## config.mk

```make
export PLATFORM = sky130hd
export DESIGN_NAME = irq_shadow_tracker
export DESIGN_NICKNAME = d
export VERILOG_FILES = /design/src/rtl/ishd_pkg.sv /design/src/rtl/ishd_retire_ctr.sv /design/src/rtl/ishd_arm_reg.sv /design/src/rtl/ishd_query.sv /design/src/rtl/irq_shadow_tracker.sv
export SDC_FILE = /design/constraint.sdc
export NUM_CORES = 1
export LEC_CHECK = 0
export CAP_MARGIN = 10
export CORE_MARGIN = 3
export CORE_UTILIZATION = 50
export CTS_CLUSTER_DIAMETER = 40
export DETAILED_ROUTE_END_ITERATION = 6
export PLACE_DENSITY = 0.71
export SETUP_SLACK_MARGIN = 0.2
export SLEW_MARGIN = 20
export SYNTH_ARGS = -nofsm -noshare
export SYNTH_HDL_FRONTEND = slang
export SYNTH_SLANG_ARGS = --single-unit
```

## constraint.sdc

```tcl
create_clock -name clk -period 3.45 [get_ports clk]
set_clock_uncertainty 0.15 [all_clocks]
set_input_delay 0.5175 -clock clk [delete_from_list [all_inputs] [get_ports clk]]
set_output_delay 0.5175 -clock clk [all_outputs]
set_load 0.01 [all_outputs]
```

## src/rtl/ishd_pkg.sv

```systemverilog
package ishd_pkg;
   typedef logic [1:0] cause_t;
   localparam cause_t CAUSE_NONE = 2'b00;
   localparam cause_t CAUSE_IRQ  = 2'b01;
   localparam cause_t CAUSE_DBG  = 2'b10;
   localparam cause_t CAUSE_BOTH = 2'b11;

   typedef logic [1:0] vmcode_t;
   localparam vmcode_t VMCODE_NONE = 2'b00;
   localparam vmcode_t VMCODE_STI  = 2'b01;
   localparam vmcode_t VMCODE_SS   = 2'b10;

   localparam int NUM_QUERIES = 3;

   function automatic cause_t query_mask(input int idx);
      case (idx)
         0:       return CAUSE_IRQ;
         1:       return CAUSE_DBG;
         default: return CAUSE_BOTH;
      endcase
   endfunction
endpackage

```

## src/rtl/ishd_retire_ctr.sv

```systemverilog
module ishd_retire_ctr #(
   parameter int CNT_W    = 64,
   parameter bit SATURATE = 1'b0
) (
   input  logic             clk,
   input  logic             rst_n,
   input  logic             retire_i,
   output logic [CNT_W-1:0] cnt_o
);
   localparam logic [CNT_W-1:0] ONE = CNT_W'(1);

   initial begin
      if (CNT_W < 2) $error("ishd_retire_ctr: CNT_W must be at least 2");
   end

   logic [CNT_W-1:0] cnt_q;
   logic             step;

   generate
      if (SATURATE) begin : g_sat
         always_comb step = retire_i && (cnt_q != '1);
      end else begin : g_wrap
         always_comb step = retire_i;
      end
   endgenerate

   always_ff @(posedge clk) begin
      if (!rst_n)    cnt_q <= '0;
      else if (step) cnt_q <= cnt_q + ONE;
   end

   assign cnt_o = cnt_q;
endmodule

```

## src/rtl/ishd_arm_reg.sv

```systemverilog
module ishd_arm_reg
   import ishd_pkg::*;
#(
   parameter int CNT_W = 64
) (
   input  logic             clk,
   input  logic             rst_n,
   input  logic [CNT_W-1:0] cnt_i,
   input  logic             sti_evt_i,
   input  logic             if_prev_i,
   input  logic             ss_load_evt_i,
   input  logic             vm_entry_i,
   input  vmcode_t          vm_entry_code_i,
   output cause_t           mask_o,
   output logic [CNT_W-1:0] deadline_o
);
   localparam logic [CNT_W-1:0] ONE = CNT_W'(1);

   cause_t           mask_q, mask_d;
   logic [CNT_W-1:0] dl_q, dl_d;

   always_comb begin
      mask_d = mask_q;
      dl_d   = dl_q;
      if (vm_entry_i) begin
         if (vm_entry_code_i[0]) begin
            mask_d = CAUSE_IRQ;
            dl_d   = cnt_i + ONE;
         end else if (vm_entry_code_i[1]) begin
            mask_d = CAUSE_BOTH;
            dl_d   = cnt_i + ONE;
         end else begin
            mask_d = CAUSE_NONE;
         end
      end else if (ss_load_evt_i) begin
         mask_d = CAUSE_BOTH;
         dl_d   = cnt_i + ONE;
      end else if (sti_evt_i && !if_prev_i) begin
         mask_d = CAUSE_IRQ;
         dl_d   = cnt_i + ONE;
      end
   end

   always_ff @(posedge clk) begin
      if (!rst_n) begin
         mask_q <= CAUSE_NONE;
         dl_q   <= '0;
      end else begin
         mask_q <= mask_d;
         dl_q   <= dl_d;
      end
   end

   assign mask_o     = mask_q;
   assign deadline_o = dl_q;
endmodule

```

## src/rtl/ishd_query.sv

```systemverilog
module ishd_query
   import ishd_pkg::*;
#(
   parameter int     CNT_W = 64,
   parameter cause_t REQ   = CAUSE_IRQ
) (
   input  logic [CNT_W-1:0] cnt_i,
   input  logic [CNT_W-1:0] deadline_i,
   input  cause_t           mask_i,
   output logic             hit_o
);
   initial begin
      if (REQ == CAUSE_NONE) $error("ishd_query: REQ must name at least one cause");
   end

   logic in_window;
   always_comb begin
      in_window = (cnt_i <= deadline_i);
      hit_o     = in_window && ((mask_i & REQ) == REQ);
   end
endmodule

```

## src/rtl/irq_shadow_tracker.sv

```systemverilog
module irq_shadow_tracker
   import ishd_pkg::*;
#(
   parameter int CNT_W    = 64,
   parameter bit SATURATE = 1'b0
) (
   input  logic             clk,
   input  logic             rst_n,
   input  logic             retire_i,
   input  logic             sti_evt_i,
   input  logic             if_prev_i,
   input  logic             ss_load_evt_i,
   input  logic             vm_entry_i,
   input  logic [1:0]       vm_entry_code_i,
   input  logic             vm_launch_i,
   output logic             irq_block_o,
   output logic             dbg_block_o,
   output logic [1:0]       vm_exit_code_o,
   output logic             launch_fail_o,
   output logic [CNT_W-1:0] retire_cnt_o
);
   logic [CNT_W-1:0]       cnt;
   logic [CNT_W-1:0]       deadline;
   cause_t                 mask;
   logic [NUM_QUERIES-1:0] hits;

   ishd_retire_ctr #(.CNT_W(CNT_W), .SATURATE(SATURATE)) u_ctr (
      .clk      (clk),
      .rst_n    (rst_n),
      .retire_i (retire_i),
      .cnt_o    (cnt)
   );

   ishd_arm_reg #(.CNT_W(CNT_W)) u_arm (
      .clk             (clk),
      .rst_n           (rst_n),
      .cnt_i           (cnt),
      .sti_evt_i       (sti_evt_i),
      .if_prev_i       (if_prev_i),
      .ss_load_evt_i   (ss_load_evt_i),
      .vm_entry_i      (vm_entry_i),
      .vm_entry_code_i (vm_entry_code_i),
      .mask_o          (mask),
      .deadline_o      (deadline)
   );

   generate
      for (genvar q = 0; q < NUM_QUERIES; q++) begin : g_query
         ishd_query #(.CNT_W(CNT_W), .REQ(query_mask(q))) u_q (
            .cnt_i      (cnt),
            .deadline_i (deadline),
            .mask_i     (mask),
            .hit_o      (hits[q])
         );
      end
   endgenerate

   always_comb begin
      irq_block_o   = hits[0];
      dbg_block_o   = hits[1];
      launch_fail_o = vm_launch_i && hits[2];
      if (!hits[0])     vm_exit_code_o = VMCODE_NONE;
      else if (hits[1]) vm_exit_code_o = VMCODE_SS;
      else              vm_exit_code_o = VMCODE_STI;
   end

   assign retire_cnt_o = cnt;
endmodule

```

==> impl_metrics.ini, run 1 <==
[global_route]
top_usage_layer = met2
grt_pass1_wl_um = 33400
grt_max_degree = 96
grt_antenna_before_repair = 0
grt_overflow_total = 0
grtUsageTotal_pct = 23.5
grt_pass1_vias = 6750
grt_use_met3_pct = 5.36
groute.layer.met2.usage_pct = 36.9
grt_use_met1_pct = 31.5

[critical_path]
cp_num_buf_inv = 5
path_delay_family = simple AND/OR/NAND/NOR gates
slowest_stage = dfxtp_2
max_stage_delay_ns = 0.33
crit_top_cell = buf_4
cp-start-kind = flop
end_kind = output port
startpoint = u_arm.deadline_o[43]
worstPathRequired_ns = 2.78
r2r_start = u_ctr.cnt_o[37]
path_class = flop to output port
r2r_slack_ns = 0.55
arrival_ns = 2.84
crit_chain = inv_1, ha_1, nand4_1, nor4_2, buf_4, and3_4, o311ai_2, buf_4, and4_1, a21oi_2, buf_6, nor3b_1, buf_2
worst-path-max-fanout = 5

[synthesis]
synth.distinct_cells = 51
synth_area_per_cell_sq_um = 8.14
syn_inst = 964
ys.flop_type = dfxtp_1
syn-num-nets = 1039
synth-async-reset-ratio_pct = 0
synth.area.top_cells = dfxtp_1 (33%), ha_1 (10%), xor2_1 (8.6%), nor2_1 (6.3%), xnor2_1 (5.1%)
synth_most_common_cell = nor2_1
ys_warn_count = 0
synth_top_area_cell = dfxtp_1
synth_edf_count = 0
synth_top_area_share_pct = 33.2
yosysSeqAreaShare_pct = 33.2
netlist_top_cells_count = nor2_1 (132), dfxtp_1 (130), xor2_1 (77), inv_1 (73)
syn-cell-area_sq_um = 7850
synth-seq-cells = 130

[pwr]
clkPwrFrac_pct = 50.9
switching_share_pct = 23.2
power.leakage_uw = 0.00413
p_comb_share_pct = 9.2
p_switching_uw = 917
peakVddDrop_mv = 0.321
seq_power_share_pct = 39.9
power_density_nw_per_um2 = 381
p_int_uw = 3030

[clock_network]
path_clk_slew_ns = 0.06
clockRootBuffer = clkbuf_16
cts_tree = done
clock-sinks = 130
clkLatencyLatePin_ns = 0.42
cts_made_buffers = 17
h-tree-depth = 4
clock_path_buffers = 2
postCtsHoldBufs = 0

[placement]
placed_cell_area_sq_um = 9380
dp_hpwl_um = 13900
pre_cts_ws_ns = -0.157
io_buffers = 78
gp_congestion = 0.867

[finish]
diodes = 0
layout.nets = 1180
drive_gt1_share_pct = 19.5
multiInputGateArea_sq_um = 5030
syn_to_final_growth_pct = 32.0
seq_area_sq_um = 2630
stdcell_area_sq_um = 10400
fillers = 1226

[min_path]
hp-class = flop to flop
min_from = u_arm.deadline_o[37]

[status]
outcome = complete, but fails checks
violations = negative setup slack

[sta]
hold_viol_final = 0
worstMarginPinSlew_ns = 0.679
period_minus_slack_ns = 3.50
drv_slew = 0
timing.final.ws_setup_ns = -0.0543
clock.fmax_mhz = 285
maxSlewHeadroom_pct = 54.3
period_share_pct = 102
rsz0062_at_grt = true
setup_viol = 5

[drt]
drt_wl_total_um = 20600
first_pass_iters = 4
vias = 7225
vias_per_cell = 5.44
drtIter0Drc = 438
wl_per_cell_um = 15.6
postRouteAntennaNets = 0
drc = 0

[job]
drv_cap = 0

[die]
ios = 79
die_w_um = 131
start_util_pct = 51.4
coreArea_sq_um = 15300
die_y_um = 131
design.die.area_sq_um = 17200
rows = 45
## cell families (layout without fill, tap and decap cells)
family | Yosys count | after routing | synth area share [%]
adders and majority gates | 65 | 65 | 10.4
buffers and inverters | 126 | 278 | 6.41
AOI/OAI and AO/OA | 143 | 143 | 11.1
muxes | 2 | 2 | 0.255
DFF | 130 | 130 | 33.2
and+or+nand+nor | 375 | 375 | 25.0
xor gates and xnor gates | 123 | 123 | 13.7
## state kept, by name (all words and copies together), names as in the netlist
name / cells
u_ctr.cnt_o: 64
u_arm.mask_o: 2
u_arm.deadline_o: 64
## routing by layer
layer  vias to the layer above  wire length [um]
met1                      3354              9550
met4                         0               477
met3                        44              1180
li1                       3594                 -
met2                       233              9420
met5                         -                 0
## placed cells by master, fill, tap and decap left out, drive strengths merged, types with 2 or more instances in the layout
master / synthesis / routed
nor2: 134 / 134
clkbuf: 35 / 20
nor4: 15 / 15
ha: 65 / 65
nor3b: 2 / 2
nor3: 16 / 16
bufinv: 0 / 5
xor2: 77 / 77
a31oi: 2 / 2
dfxtp: 130 / 130
buf: 18 / 103
inv: 73 / 72
a221o: 2 / 2
mux2i: 2 / 2
and2: 5 / 5
nand2: 65 / 65
or3: 6 / 6
a21boi: 2 / 2
or2: 2 / 2
nand4: 43 / 43
and3: 22 / 22
and4: 3 / 3
a21oi: 58 / 58
xnor2: 46 / 46
nor2b: 4 / 4
nand3: 56 / 56
clkinv: 0 / 5
clkdlybuf4s50: 0 / 72
a2111oi: 2 / 2
o21ai: 30 / 30
a21o: 5 / 5
a211oi: 37 / 37
## tightest hold or removal path: cells and delay by family, from the launching register on
family,cells,cell delay [ns]
flops,1,0.31
simple gates,1,0.09
compound gates,1,0.05
## power groups by stage
stage          clock network (uW)  logic [uW]  registers, uW
3_3_place_gp                    0         318           1600
6_report                     2010         363           1570
4_1_cts                      2030         340           1570
3_5_place_dp                    0         323           1600
5_1_grt                      2090         401           1580
2_1_floorplan                   0         201           1600
## per-stage QoR
step | hold WS [ns] | instances | utilization (%) | TNS [ns] | total power (uW)
2_1_floorplan | 0.315 | 964 | - | 0 | 1800
3_3_place_gp | 0.332 | 1291 | 61.5 | -0.137 | 1920
3_5_place_dp | 0.342 | 1291 | 61.5 | -0.457 | 1930
4_1_cts | 0.346 | 1324 | 66.8 | 0 | 3940
5_1_grt | 0.365 | 1327 | 67.9 | -0.900 | 4070
6_report | 0.345 | 1327 | 67.9 | -0.236 | 3950
## path summary, 6_finish.rpt
kind,endpoint,cells after the start
setup / recovery,vm_exit_code_o[0],13
hold reg to reg,u_arm.deadline_o[37],2
setup reg to reg,u_arm.deadline_o[52],9
hold / removal,u_arm.deadline_o[37],2
## area by class of cell
cell class	count	area share, %
multi-input cells	708	48.6
flip-flops and latches	130	25.4
clock inverters	10	1.75
repair buffers	175	14.6
inverters	73	2.66
well taps	211	2.55
clock buffers	20	4.51
## timing repair
action | in CTS | in global routing
pin swaps | 12 | 11
endpoints found under the setup margin | 5 | 5
cloned | 0 | 0
gates resized for setup | 52 | 32
setup buffers | 3 | 3
Note: power is estimated with default switching activity, not from simulation.
==> inputs of run 2 (changes only) <==
Settings changed: CORE_UTILIZATION 50 to 45, MAX_ROUTING_LAYER from default to met4, PLACE_DENSITY 0.71 to 0.65, SKIP_CTS_REPAIR_TIMING from default to 1.
==> impl_metrics.ini, run 2 (synthesis results as in run 1) <==
[critical_path]
end_kind = output port
crit_chain = inv_1, ha_4, nand4_1, nor4_2, buf_4, and3_4, o311ai_2, buf_4, and4_1, a21oi_2, buf_6, nor3b_1, buf_2
arrival_ns = 2.81
slowest_stage = dfxtp_1
worstPathRequired_ns = 2.78
cp-start-kind = flop
path_delay_family = simple AND/OR/NAND/NOR gates
worst-path-max-fanout = 5
path_class = flop to output port
crit_top_cell = buf_4
cp_num_buf_inv = 5
max_stage_delay_ns = 0.32

[clock_network]
cts_tree = done
cts_made_buffers = 17
h-tree-depth = 4
path_clk_slew_ns = 0.06
clock_path_buffers = 2
clock-sinks = 130
clkLatencyLatePin_ns = 0.42
clockRootBuffer = clkbuf_16

[global_route]
grt_use_met1_pct = 31.1
grt_antenna_before_repair = 0
grt_pass1_vias = 6625
grt_overflow_total = 0
top_usage_layer = met2
grt_use_met3_pct = 3.28
grt_pass1_wl_um = 33600
grtUsageTotal_pct = 21.7
groute.layer.met2.usage_pct = 32.4
grt_max_degree = 129

[pwr]
clkPwrFrac_pct = 47.7
p_comb_share_pct = 9.3
p_int_uw = 2740
power_density_nw_per_um2 = 360
seq_power_share_pct = 43.0
switching_share_pct = 25.1
power.leakage_uw = 0.00405
peakVddDrop_mv = 0.346
p_switching_uw = 919

[finish]
diodes = 0
syn_to_final_growth_pct = 29.5
final_common_cell = nor2_1
layout.nets = 1174
stdcell_area_sq_um = 10200
multiInputGateArea_sq_um = 4970
seq_area_sq_um = 2620
drive_gt1_share_pct = 17.5
layout_common_cells = nor2_1 (132), dfxtp_1 (118), buf_4 (89)
fillers = 1541

[min_path]
hp-class = flop to flop

[sta]
setup_viol = 5
clock.fmax_mhz = 287
worstMarginPinSlew_ns = 0.782
hold_viol_final = 0
rsz0062_at_grt = true
whs_ns = 0.348
period_share_pct = 101
maxSlewHeadroom_pct = 47.4
drv_slew = 0
period_minus_slack_ns = 3.48
timing.final.ws_setup_ns = -0.0308

[die]
die_w_um = 138
ios = 79
coreArea_sq_um = 16800
die_y_um = 138
rows = 47
start_util_pct = 46.6
design.die.area_sq_um = 19100

[drt]
vias = 7044
drtIter0Drc = 452
drt_wl_total_um = 20500
postRouteAntennaNets = 0
vias_per_cell = 5.29
wl_per_cell_um = 15.4
first_pass_iters = 5
drc = 0

[placement]
placed_cell_area_sq_um = 9350
dp_hpwl_um = 14100
gp_congestion = 0.809
io_buffers = 78

[status]
outcome = complete, but fails checks
violations = negative setup slack

[job]
drv_cap = 0
run 2: path summary, 6_finish.rpt:
path	start	slack, ns	to	cells past startpoint
min reg2reg	u_arm.deadline_o[11]	0.35	u_arm.deadline_o[11]	2
min	u_arm.deadline_o[11]	0.35	u_arm.deadline_o[11]	2
max	u_arm.deadline_o[47]	-0.03	vm_exit_code_o[0]	13
max reg2reg	u_ctr.cnt_o[19]	0.62	u_arm.deadline_o[57]	8
run 2: final cells by class:
type	count	area share, %
clock buffer	17	4.19
timing repair buffer	169	14.3
sequential	130	25.8
tap	220	2.71
multi-input combinational	708	48.9
clock inverter	15	1.42
inverter	73	2.71
run 2: power groups by stage:
stage | logic, uW | clock network (uW) | registers, uW
6_report | 342 | 1740 | 1570
5_1_grt | 384 | 1850 | 1580
4_1_cts | 318 | 1770 | 1570
3_5_place_dp | 315 | 0 | 1600
3_3_place_gp | 311 | 0 | 1600
2_1_floorplan | 201 | 0 | 1600
run 2: metrics by stage:
| stage | setup TNS, ns | instances | util (%) | power, uW | setup slack [ns] |
|---|---|---|---|---|---|
| 4_1_cts | -2.70 | 1329 | 59.0 | 3660 | -0.619 |
| 3_3_place_gp | -0.178 | 1297 | 55.6 | 1910 | -0.0953 |
| 3_5_place_dp | -0.328 | 1297 | 55.6 | 1920 | -0.143 |
| 5_1_grt | -0.801 | 1332 | 60.4 | 3810 | -0.172 |
| 6_report | -0.0795 | 1332 | 60.4 | 3660 | -0.0308 |
| 2_1_floorplan | 0 | 964 | - | 1800 | 0.501 |
run 2: metal layers:
metal  vias up  wire [um]
li1       3586          -
met1      3290      10300
met2       144       9040
met3        24        866
met4         0        277
met5         -          0
run 2: tightest hold or removal path, stage by stage, from the launching register on:
cell and delay (ns):
dfxtp_1 0.31, nor2_1 0.09, a211oi_1 0.05
